`config.mk`:
```
export PLATFORM = sky130hd
export DESIGN_NAME = tx_check_escalator
export DESIGN_NICKNAME = d
export VERILOG_FILES = /design/src/rtl/tce_pkg.sv /design/src/rtl/tce_fail_counter.sv /design/src/rtl/tce_irq_latch.sv /design/src/rtl/tx_check_escalator.sv
export SDC_FILE = /design/constraint.sdc
export NUM_CORES = 1
export LEC_CHECK = 0
export ABC_AREA = 1
export ABC_CLOCK_PERIOD_IN_PS = 1850
export BUFFER_PORTS_ARGS = -buffer_cell sky130_fd_sc_hd__clkbuf_2
export CAP_MARGIN = 20
export CELL_PAD_IN_SITES_DETAIL_PLACEMENT = 2
export CELL_PAD_IN_SITES_GLOBAL_PLACEMENT = 2
export CORE_AREA = 4 4 41 43
export CTS_CLUSTER_DIAMETER = 60
export CTS_CLUSTER_SIZE = 10
export DETAILED_ROUTE_END_ITERATION = 7
export DIE_AREA = 0 0 45 47
export GPL_ROUTABILITY_DRIVEN = 0
export MAX_ROUTING_LAYER = met4
export PLACE_DENSITY_LB_ADDON = 0.1
export SLEW_MARGIN = 20
export SYNTH_ARGS = -nofsm -noshare
export SYNTH_HDL_FRONTEND = slang
export SYNTH_SLANG_ARGS = --single-unit
```
`constraint.sdc`:
```
create_clock -name clk -period 1.85 [get_ports clk]
set_input_delay 0.0925 -clock clk [delete_from_list [all_inputs] [get_ports clk]]
set_output_delay 0.0925 -clock clk [all_outputs]
set_load 0.02 [all_outputs]
```
`src/rtl/tce_pkg.sv`:
```
package tce_pkg;

    typedef struct packed {
        logic accept;
        logic clear;
        logic ack;
        logic int_en;
    } tce_ctrl_t;

    function automatic logic failure_taken(input logic en, input logic err, input logic off);
        return en && err && !off;
    endfunction

endpackage

```
`src/rtl/tce_fail_counter.sv`:
```
module tce_fail_counter #(
    parameter int LIMIT = 4,
    localparam int CNT_W = $clog2(LIMIT + 1)
) (
    input  logic             clk,
    input  logic             rst_n,
    input  logic             accept,
    input  logic             clear,
    output logic [CNT_W-1:0] cnt,
    output logic             off,
    output logic             entering
);

    localparam logic [CNT_W-1:0] LIM_V  = CNT_W'(LIMIT);
    localparam logic [CNT_W-1:0] LAST_V = CNT_W'(LIMIT - 1);

    typedef struct packed {
        logic [CNT_W-1:0] cnt;
        logic             off;
    } cnt_state_t;

    cnt_state_t st_d, st_q;

    always_comb begin
        st_d     = st_q;
        entering = 1'b0;
        if (clear) begin
            st_d.cnt = '0;
            st_d.off = 1'b0;
        end else if (accept && !st_q.off) begin
            st_d.cnt = st_q.cnt + 1'b1;
            if (st_q.cnt == LAST_V) begin
                st_d.off = 1'b1;
                entering = 1'b1;
            end
        end
    end

    always_ff @(posedge clk or negedge rst_n) begin
        if (!rst_n) begin
            st_q <= '0;
        end else begin
            st_q <= st_d;
        end
    end

    assign cnt = st_q.cnt;
    assign off = st_q.off;

    p_hold_idle_r1: assert property (@(posedge clk) disable iff (!rst_n)
        (!accept && !clear) |=> $stable(cnt));

    p_step_one_r3: assert property (@(posedge clk) disable iff (!rst_n)
        (accept && !clear && !off) |=> (cnt == $past(cnt) + 1'b1));

    p_off_at_limit_r4: assert property (@(posedge clk) disable iff (!rst_n)
        (cnt == LIM_V) |-> off);

    p_saturate_r7: assert property (@(posedge clk) disable iff (!rst_n)
        cnt <= LIM_V);

    p_clear_r8: assert property (@(posedge clk) disable iff (!rst_n)
        clear |=> (cnt == '0 && !off));

endmodule

```
`src/rtl/tce_irq_latch.sv`:
```
module tce_irq_latch (
    input  logic clk,
    input  logic rst_n,
    input  logic raise,
    input  logic int_en,
    input  logic ack,
    output logic irq
);

    typedef struct packed {
        logic pend;
    } irq_state_t;

    irq_state_t st_d, st_q;

    always_comb begin
        st_d = st_q;
        if (raise && int_en) begin
            st_d.pend = 1'b1;
        end else if (ack) begin
            st_d.pend = 1'b0;
        end
    end

    always_ff @(posedge clk or negedge rst_n) begin
        if (!rst_n) begin
            st_q <= '0;
        end else begin
            st_q <= st_d;
        end
    end

    assign irq = st_q.pend;

    p_gated_rise_r5: assert property (@(posedge clk) disable iff (!rst_n)
        $rose(irq) |-> ($past(int_en) && $past(raise)));

    p_hold_until_ack_r6: assert property (@(posedge clk) disable iff (!rst_n)
        (irq && !ack) |=> irq);

endmodule

```
`src/rtl/tx_check_escalator.sv`:
```
module tx_check_escalator #(
    parameter int LIMIT = 4,
    localparam int CNT_W = $clog2(LIMIT + 1)
) (
    input  logic             clk,
    input  logic             rst_n,
    input  logic             chk_en,
    input  logic             chk_err,
    input  logic             irq_en,
    input  logic             irq_ack,
    input  logic             busoff_clr,
    output logic             err_frame_req,
    output logic [CNT_W-1:0] fail_cnt,
    output logic             bus_off,
    output logic             irq
);
    import tce_pkg::*;

    typedef struct packed {
        logic frame;
    } top_state_t;

    tce_ctrl_t  ctrl;
    top_state_t st_d, st_q;
    logic       entering;

    always_comb begin
        ctrl.accept = failure_taken(chk_en, chk_err, bus_off);
        ctrl.clear  = busoff_clr;
        ctrl.ack    = irq_ack;
        ctrl.int_en = irq_en;
        st_d.frame  = ctrl.accept;
    end

    always_ff @(posedge clk or negedge rst_n) begin
        if (!rst_n) begin
            st_q <= '0;
        end else begin
            st_q <= st_d;
        end
    end

    assign err_frame_req = st_q.frame;

    tce_fail_counter #(.LIMIT(LIMIT)) u_counter (
        .clk      (clk),
        .rst_n    (rst_n),
        .accept   (ctrl.accept),
        .clear    (ctrl.clear),
        .cnt      (fail_cnt),
        .off      (bus_off),
        .entering (entering)
    );

    tce_irq_latch u_irq (
        .clk    (clk),
        .rst_n  (rst_n),
        .raise  (entering),
        .int_en (ctrl.int_en),
        .ack    (ctrl.ack),
        .irq    (irq)
    );

    p_no_action_disabled_r1: assert property (@(posedge clk) disable iff (!rst_n)
        !chk_en |=> !err_frame_req);

    p_frame_pulse_r2: assert property (@(posedge clk) disable iff (!rst_n)
        (chk_en && chk_err && !bus_off) |=> err_frame_req);

    p_frame_single_r2: assert property (@(posedge clk) disable iff (!rst_n)
        err_frame_req |=> (!err_frame_req || $past(chk_err && chk_en)));

    p_ack_keeps_off_r6: assert property (@(posedge clk) disable iff (!rst_n)
        (irq_ack && bus_off && !busoff_clr) |=> bus_off);

    p_ignore_when_off_r7: assert property (@(posedge clk) disable iff (!rst_n)
        bus_off |=> !err_frame_req);

    p_reset_quiet_r9: assert property (@(posedge clk)
        !rst_n |-> (fail_cnt == '0 && !bus_off && !irq && !err_frame_req));

endmodule

```
==> summary.md, run 1 <==
| Metric | Value |
|---|---|
| Clock Pin Slew Worst Setup and Hold Paths | 0.05 ns |
| Remaining Overflow, GRT | 0 |
| Area grow syn2layout | 38.36% |
| CP Capture Type | flip-flop |
| Core Rows | 13 |
| Die Height | 47 um |
| Die Wd | between 40 and 50 um |
| Largest net degree at the start of global routing | 7 |
| Share of cells above drive strength 1 | 0.3469 |
| Syn Area/Cell | 8.796 sq um |
| PortBufs | 12 |
| Critical Path Start | u_counter.cnt[0] |
| VDD IR max | 0.2474 mV |
| Final Setup Violations | 0 |
| Routed length per instance | 12.63 um |
| Largest fanout on the critical path | 4 |
| Final worst slack | 0.6786 ns |
| Hold Crit Class | input pin to flip-flop |
| MaxCap Viol Count | 0 |
| Final Hold Viols | 0 |
| First drt pass iteration count | 1 |
| Crit path kind | flip-flop to flip-flop |
| Post-DP HPWL | 675 um |
| Sequential fraction of the synthesis area | 0.5172 |
| CP Launch Type | flip-flop |
| Mapped Area | 290.3 sq um |
| Commonest non-fill, non-tap cell in the layout | clkbuf_2 |
| PwrDens | 736.3 mW/mm^2 |
| Final ANT Viol Nets | 0 |
| RSZ-0062 raised after global routing | no |
| Worst rel slew slack | 0.8732 |
| Worst EP arrival | 1.30 ns |
| WP buf/inv | 1 |
| Yosys reg bits | 6 |
| Place WS | 0.6809 ns |
| Worst hold start | busoff_clr |
| FF-to-FF Start | u_counter.cnt[0] |
| CP Cell Sequence | ha_1 > ha_1 > inv_1 > nand3_1 > nand2_1 |
| Fillers | 160 |
| Via count | between 200 and 300 |
| Initial Util | 0.2231 |
| H-tree depth | 1 |
| Clk_skew | about 0.00045 ns |
| DRC viols | 0 |
| Setup TNS | 0 ns |
| Max-slew violations | 0 |
| Clock buffer depth | 2 |
| Synth warnings | 0 |
| P_leak | 0.2384 nW |
| First-pass GRT wire length | 1.476 mm |
| Cell repeated most along the worst path | ha_1 |
| Post-CTS Setup Repair Bufs | 0 |
| CTS tree | yes |
| Die area | ~0.0021 sq mm |
| Clk sinks | 6 |
| Commonest non-fill, non-tap cells in the layout | clkbuf_2, nand3_1, inv_1, nand2_1, dfrtp_1 |
| Cells after Synth | 33 |
| CORE AREA | 0.001301 sq mm |
| Status | finished, final reports clean |
| Library cells used by synthesis | 9 |
| Vias in the first global route | 324 |
| Num CTS Buffers | 3 |
| Tot GR Track Use | 0.1043 |
| Layout net count | 60 |
| I/O pins | 13 |
| Via-per-instance ratio | approximately 4.3 |
| Worst-Margin Slew | 0.1900 ns |
| Final worst-path cycle share | 0.6332 |
| Worst-skew pair later-pin latency | about 0.24 ns |
| Fin crit period | 1.171 ns |
| Crit-path slowest cell | dfrtp_1 |
| Antenna violations before repair | 0 |
| Worst EP required | 1.98 ns |
| Fin util | 0.3087 |
| Synth Net Count | 42 |
| Max Fclk | between 800 and 900 MHz |
| First DRT Iteration DRCs | 0 |
| Clock root buffer | clkbuf_4 |
| N_diodes | 0 |
| CP top delay family | adder cells |
| Crit path largest cell delay | 0.41 ns |
| Routed WL | approximately 810 um |
[cell type report]
type	count	area [sq um]	area share
Inverter	7	26.28	0.06542
Clock buffer	3	22.52	0.05607
Timing Repair Buffer	13	70.07	0.1745
Tap cell	15	18.77	0.04673
Multi-Input combinational cell	20	113.9	0.2835
Sequential cell	6	150.1	0.3738
[metrics by stage]
step	power, mW	cell area (sq um)	cells	hold WS [ns]
after detailed placement	0.1731	369.1	60	-0.06246
final	0.2957	401.6	64	0.07397
after global placement	0.1708	369.1	60	-0.07038
after global routing	0.3160	401.6	64	0.08688
after floorplan	0.1548	290.3	33	-0.2031
after CTS	0.3028	401.6	64	0.06984
[repair_timing]
action	4_1_cts	5_1_grt
hold buffers	1	0
hold endpoints to repair	6	0
resized for setup	0	0
endpoints found under the setup margin	0	0
[Yosys cell counts]
cell type  count  area [sq um]
dfrtp_1        6         150.1
ha_1           2         25.02
inv_1          7         26.28
nand2_1        6         22.52
nand2_2        1         6.260
nand3_1        8         40.04
nor2_1         1         3.750
nor2_4         1         11.26
o21ai_0        1         5.000
[flip-flops by register name, summed over array words and instances (netlist names)]
| register | count |
|---|---|
| u_counter.off | 1 |
| u_irq.irq | 1 |
| err_frame_req | 1 |
| u_counter.cnt | 3 |
[report_power, final]
| group | internal (mW) | switching, mW |
|---|---|---|
| sequential | 0.135 | 0.00286 |
| combinational | 0.0127 | 0.0211 |
| clock | 0.0736 | 0.0504 |
[metal layers]
| metal | vias to the layer above | share of wire | global-route usage |
|---|---|---|---|
| met5 | - | 0 | - |
| li1 | 136 | - | - |
| met4 | 0 | 0 | 0.07018 |
| met2 | 10 | 0.48 | 0.1554 |
| met3 | 0 | 0.088 | 0.02299 |
| met1 | 132 | 0.43 | 0.1250 |
[cells by family after synthesis]
logic type               share of synthesized area
adder cells (fa/ha/maj)                    0.08619
buffers and inverters                      0.09053
flip-flops                                  0.5172
AND/OR/NAND/NOR                             0.2888
AO/OA/AOI/OAI                              0.01722
[final timing paths]
| path | to | slack [ns] | cells after the start |
|---|---|---|---|
| worst min register to register | u_irq.irq | 0.50 | 2 |
| worst max register to register | u_counter.cnt[2] | 0.68 | 5 |
| max in group asynchronous | u_counter.cnt[2] | 1.46 | 2 |
| min in group asynchronous | u_counter.off | 0.22 | 2 |
| worst min-delay path | u_counter.off | 0.07 | 2 |
| worst max-delay path | u_counter.cnt[2] | 0.68 | 5 |
[worst register-to-register path: stages (launching register included)]
cell	delay (ns)
dfrtp_1	0.41
ha_1	0.21
ha_1	0.27
inv_1	0.04
nand3_1	0.08
nand2_1	0.05
(Power assumes the default switching activity.)
==> run 2, diff against run 1 <==
--- a/config.mk
+++ b/config.mk
@@ -6,16 +6,16 @@
 export NUM_CORES = 1
 export LEC_CHECK = 0
 export ABC_AREA = 1
-export ABC_CLOCK_PERIOD_IN_PS = 1850
+export ABC_CLOCK_PERIOD_IN_PS = 1000
 export BUFFER_PORTS_ARGS = -buffer_cell sky130_fd_sc_hd__clkbuf_2
 export CAP_MARGIN = 20
 export CELL_PAD_IN_SITES_DETAIL_PLACEMENT = 2
 export CELL_PAD_IN_SITES_GLOBAL_PLACEMENT = 2
-export CORE_AREA = 4 4 41 43
+export CORE_MARGIN = 4
+export CORE_UTILIZATION = 20
 export CTS_CLUSTER_DIAMETER = 60
 export CTS_CLUSTER_SIZE = 10
 export DETAILED_ROUTE_END_ITERATION = 7
-export DIE_AREA = 0 0 45 47
 export GPL_ROUTABILITY_DRIVEN = 0
 export MAX_ROUTING_LAYER = met4
 export PLACE_DENSITY_LB_ADDON = 0.1
==> constraint.sdc (replaced) <==
create_clock -name clk -period 1 [get_ports clk]
set_input_delay 0.05 -clock clk [delete_from_list [all_inputs] [get_ports clk]]
set_output_delay 0.05 -clock clk [all_outputs]
set_load 0.02 [all_outputs]
==> summary.md, run 2 (synthesis gave the netlist of run 1 again) <==
| Metric | Value |
|---|---|
| Status | finished, violations left |
| Failing checks | setup timing |
| Fin crit period | about 1.1 ns |
| Worst rel slew slack | 0.8609 |
| Storage cell area | 152.6 sq um |
| Largest net degree at the start of global routing | 7 |
| Pwr Total | 0.5971 mW |
| Final Hold Viols | 0 |
| Die area | 0.002125 sq mm |
| Final Setup Violations | 5 |
| Area of the multi-input gates | between 150 and 200 sq um |
| P_leak | 0.2557 nW |
| CP Capture Type | output port |
| First drt pass iteration count | 1 |
| Switch Pwr | 0.1527 mW |
| Area grow syn2layout | 68.97% |
| Clock Pin Slew Worst Setup and Hold Paths | 0.06 ns |
| Worst EP arrival | around 1.1 ns |
| Final worst-path cycle share | 1.097 |
| Layout net count | 63 |
| Commonest non-fill, non-tap cell in the layout | clkbuf_2 |
| Remaining Overflow, GRT | 0 |
| Switching share of power | 0.2557 |
| I/O pins | 13 |
| Fin util | 0.3677 |
| Via-per-instance ratio | 4.441 |
| Die Height | 46.10 um |
| Clock buffer depth | 2 |
| FF-to-FF setup slack | -0.09 ns |
| Largest register FFs | 3 |
| Worst-Margin Slew | 0.2085 ns |
| Final worst slack | -0.09725 ns |
| Clock root buffer | clkbuf_4 |
| Largest fanout on the critical path | 2 |
| PortBufs | 12 |
| P_int | 0.4444 mW |
| Final ANT Viol Nets | 0 |
| Die Wd | 46.10 um |
| Crit path kind | flip-flop to output port |
| Via count | around 300 |
| Antenna violations before repair | 0 |
| Routed length per instance | 13.60 um |
| H-tree depth | 1 |
| Gate power share | 0.150 |
| CP Launch Type | flip-flop |
| Clock power share | 0.421 |
| Clk sinks | 6 |
| Sequential power share | 0.429 |
| PwrDens | 1217 mW/mm^2 |
| Biggest register | u_counter.cnt |
| Worst-skew pair later-pin latency | 0.25 ns |
| MaxCap Viol Count | 0 |
| Routed WL | 925 um |
| Tot GR Track Use | 0.1174 |
| VDD IR max | slightly above 0.3 mV |
| Fillers | 159 |
| Max-slew violations | 0 |
| Commonest non-fill, non-tap cells in the layout | clkbuf_2, nand3_1, nand2_1, inv_1, dfrtp_1 |
| Core Rows | 13 |
| Num CTS Buffers | 3 |
| Worst EP required | 0.95 ns |
| CORE AREA | 0.001334 sq mm |
| First-pass GRT wire length | 1.552 mm |
| Post-DP HPWL | 772.8 um |
| Vias in the first global route | approximately 360 |
| RSZ-0062 raised after global routing | yes |
| Hold Crit Class | input pin to flip-flop |
| N_diodes | 0 |
| DRC viols | 0 |
| First DRT Iteration DRCs | 0 |
| Initial Util | 0.2176 |
| Max Fclk | between 900 and 1000 MHz |
| Clk_skew | between 0.008 and 0.009 ns |
| CTS tree | yes |
| Hold_ws | 0.01776 ns |
| Share of cells above drive strength 1 | 0.5472 |
-- run 2: worst paths after layout --
path | depth (start not counted) | startpoint | end
worst max-delay path | 3 | u_counter.cnt[1] | fail_cnt[1]
worst min-delay path | 2 | busoff_clr | u_counter.off
worst max register to register | 5 | u_counter.cnt[1] | u_counter.cnt[2]
worst min register to register | 2 | u_irq.irq | u_irq.irq
max in group asynchronous | 2 | rst_n | u_counter.cnt[1]
min in group asynchronous | 2 | rst_n | u_irq.irq
-- run 2: metrics by stage --
step	instances	area (sq um)	setup slack, ns	setup TNS (ns)
floorplan	33	325.3	-0.1188	-0.2514
global placement	62	419.2	-0.05859	-0.1020
detailed placement	62	419.2	-0.08488	-0.1779
CTS	67	473.0	-0.09961	-0.2737
global route	68	490.5	-0.1444	-0.5041
finish	68	490.5	-0.09725	-0.3011
-- run 2: repair_timing --
action | 4_1_cts | 5_1_grt
endpoints found under the hold margin | 6 | 0
hold buffers | 1 | 0
setup endpoints to repair | 5 | 7
pin swaps | 3 | 0
setup buffers | 0 | 1
resized for setup | 4 | 3
-- run 2: cell type report --
| type | count | share of cell area |
|---|---|---|
| sequential | 6 | 0.3112 |
| tap | 15 | 0.03827 |
| inverter | 7 | 0.05357 |
| clock buffer | 4 | 0.05357 |
| timing repair buffer | 16 | 0.2347 |
| multi-input combinational | 20 | 0.3087 |
-- run 2: power by group through the flow --
stage / combinational (mW) / clock (mW) / sequential, mW
after CTS: 0.0864 / 0.269 / 0.257
after detailed placement: 0.0760 / 0 / 0.260
after global placement: 0.0683 / 0 / 0.259
after global routing: 0.0996 / 0.283 / 0.257
final: 0.0893 / 0.251 / 0.256
after floorplan: 0.0222 / 0 / 0.270
-- run 2: worst max-delay path: stages (launching register included) --
cell and delay, ns:
dfrtp_2 0.43, buf_4 0.14, buf_6 0.11, buf_8 0.12
-- run 2: per-layer routing --
layer | track usage | wire, um | vias up
met5 | - | 0 | -
met4 | 0.08523 | 0 | 0
met3 | 0.03516 | 72 | 0
met2 | 0.1978 | 532 | 9
met1 | 0.1114 | 320 | 150
li1 | - | - | 143
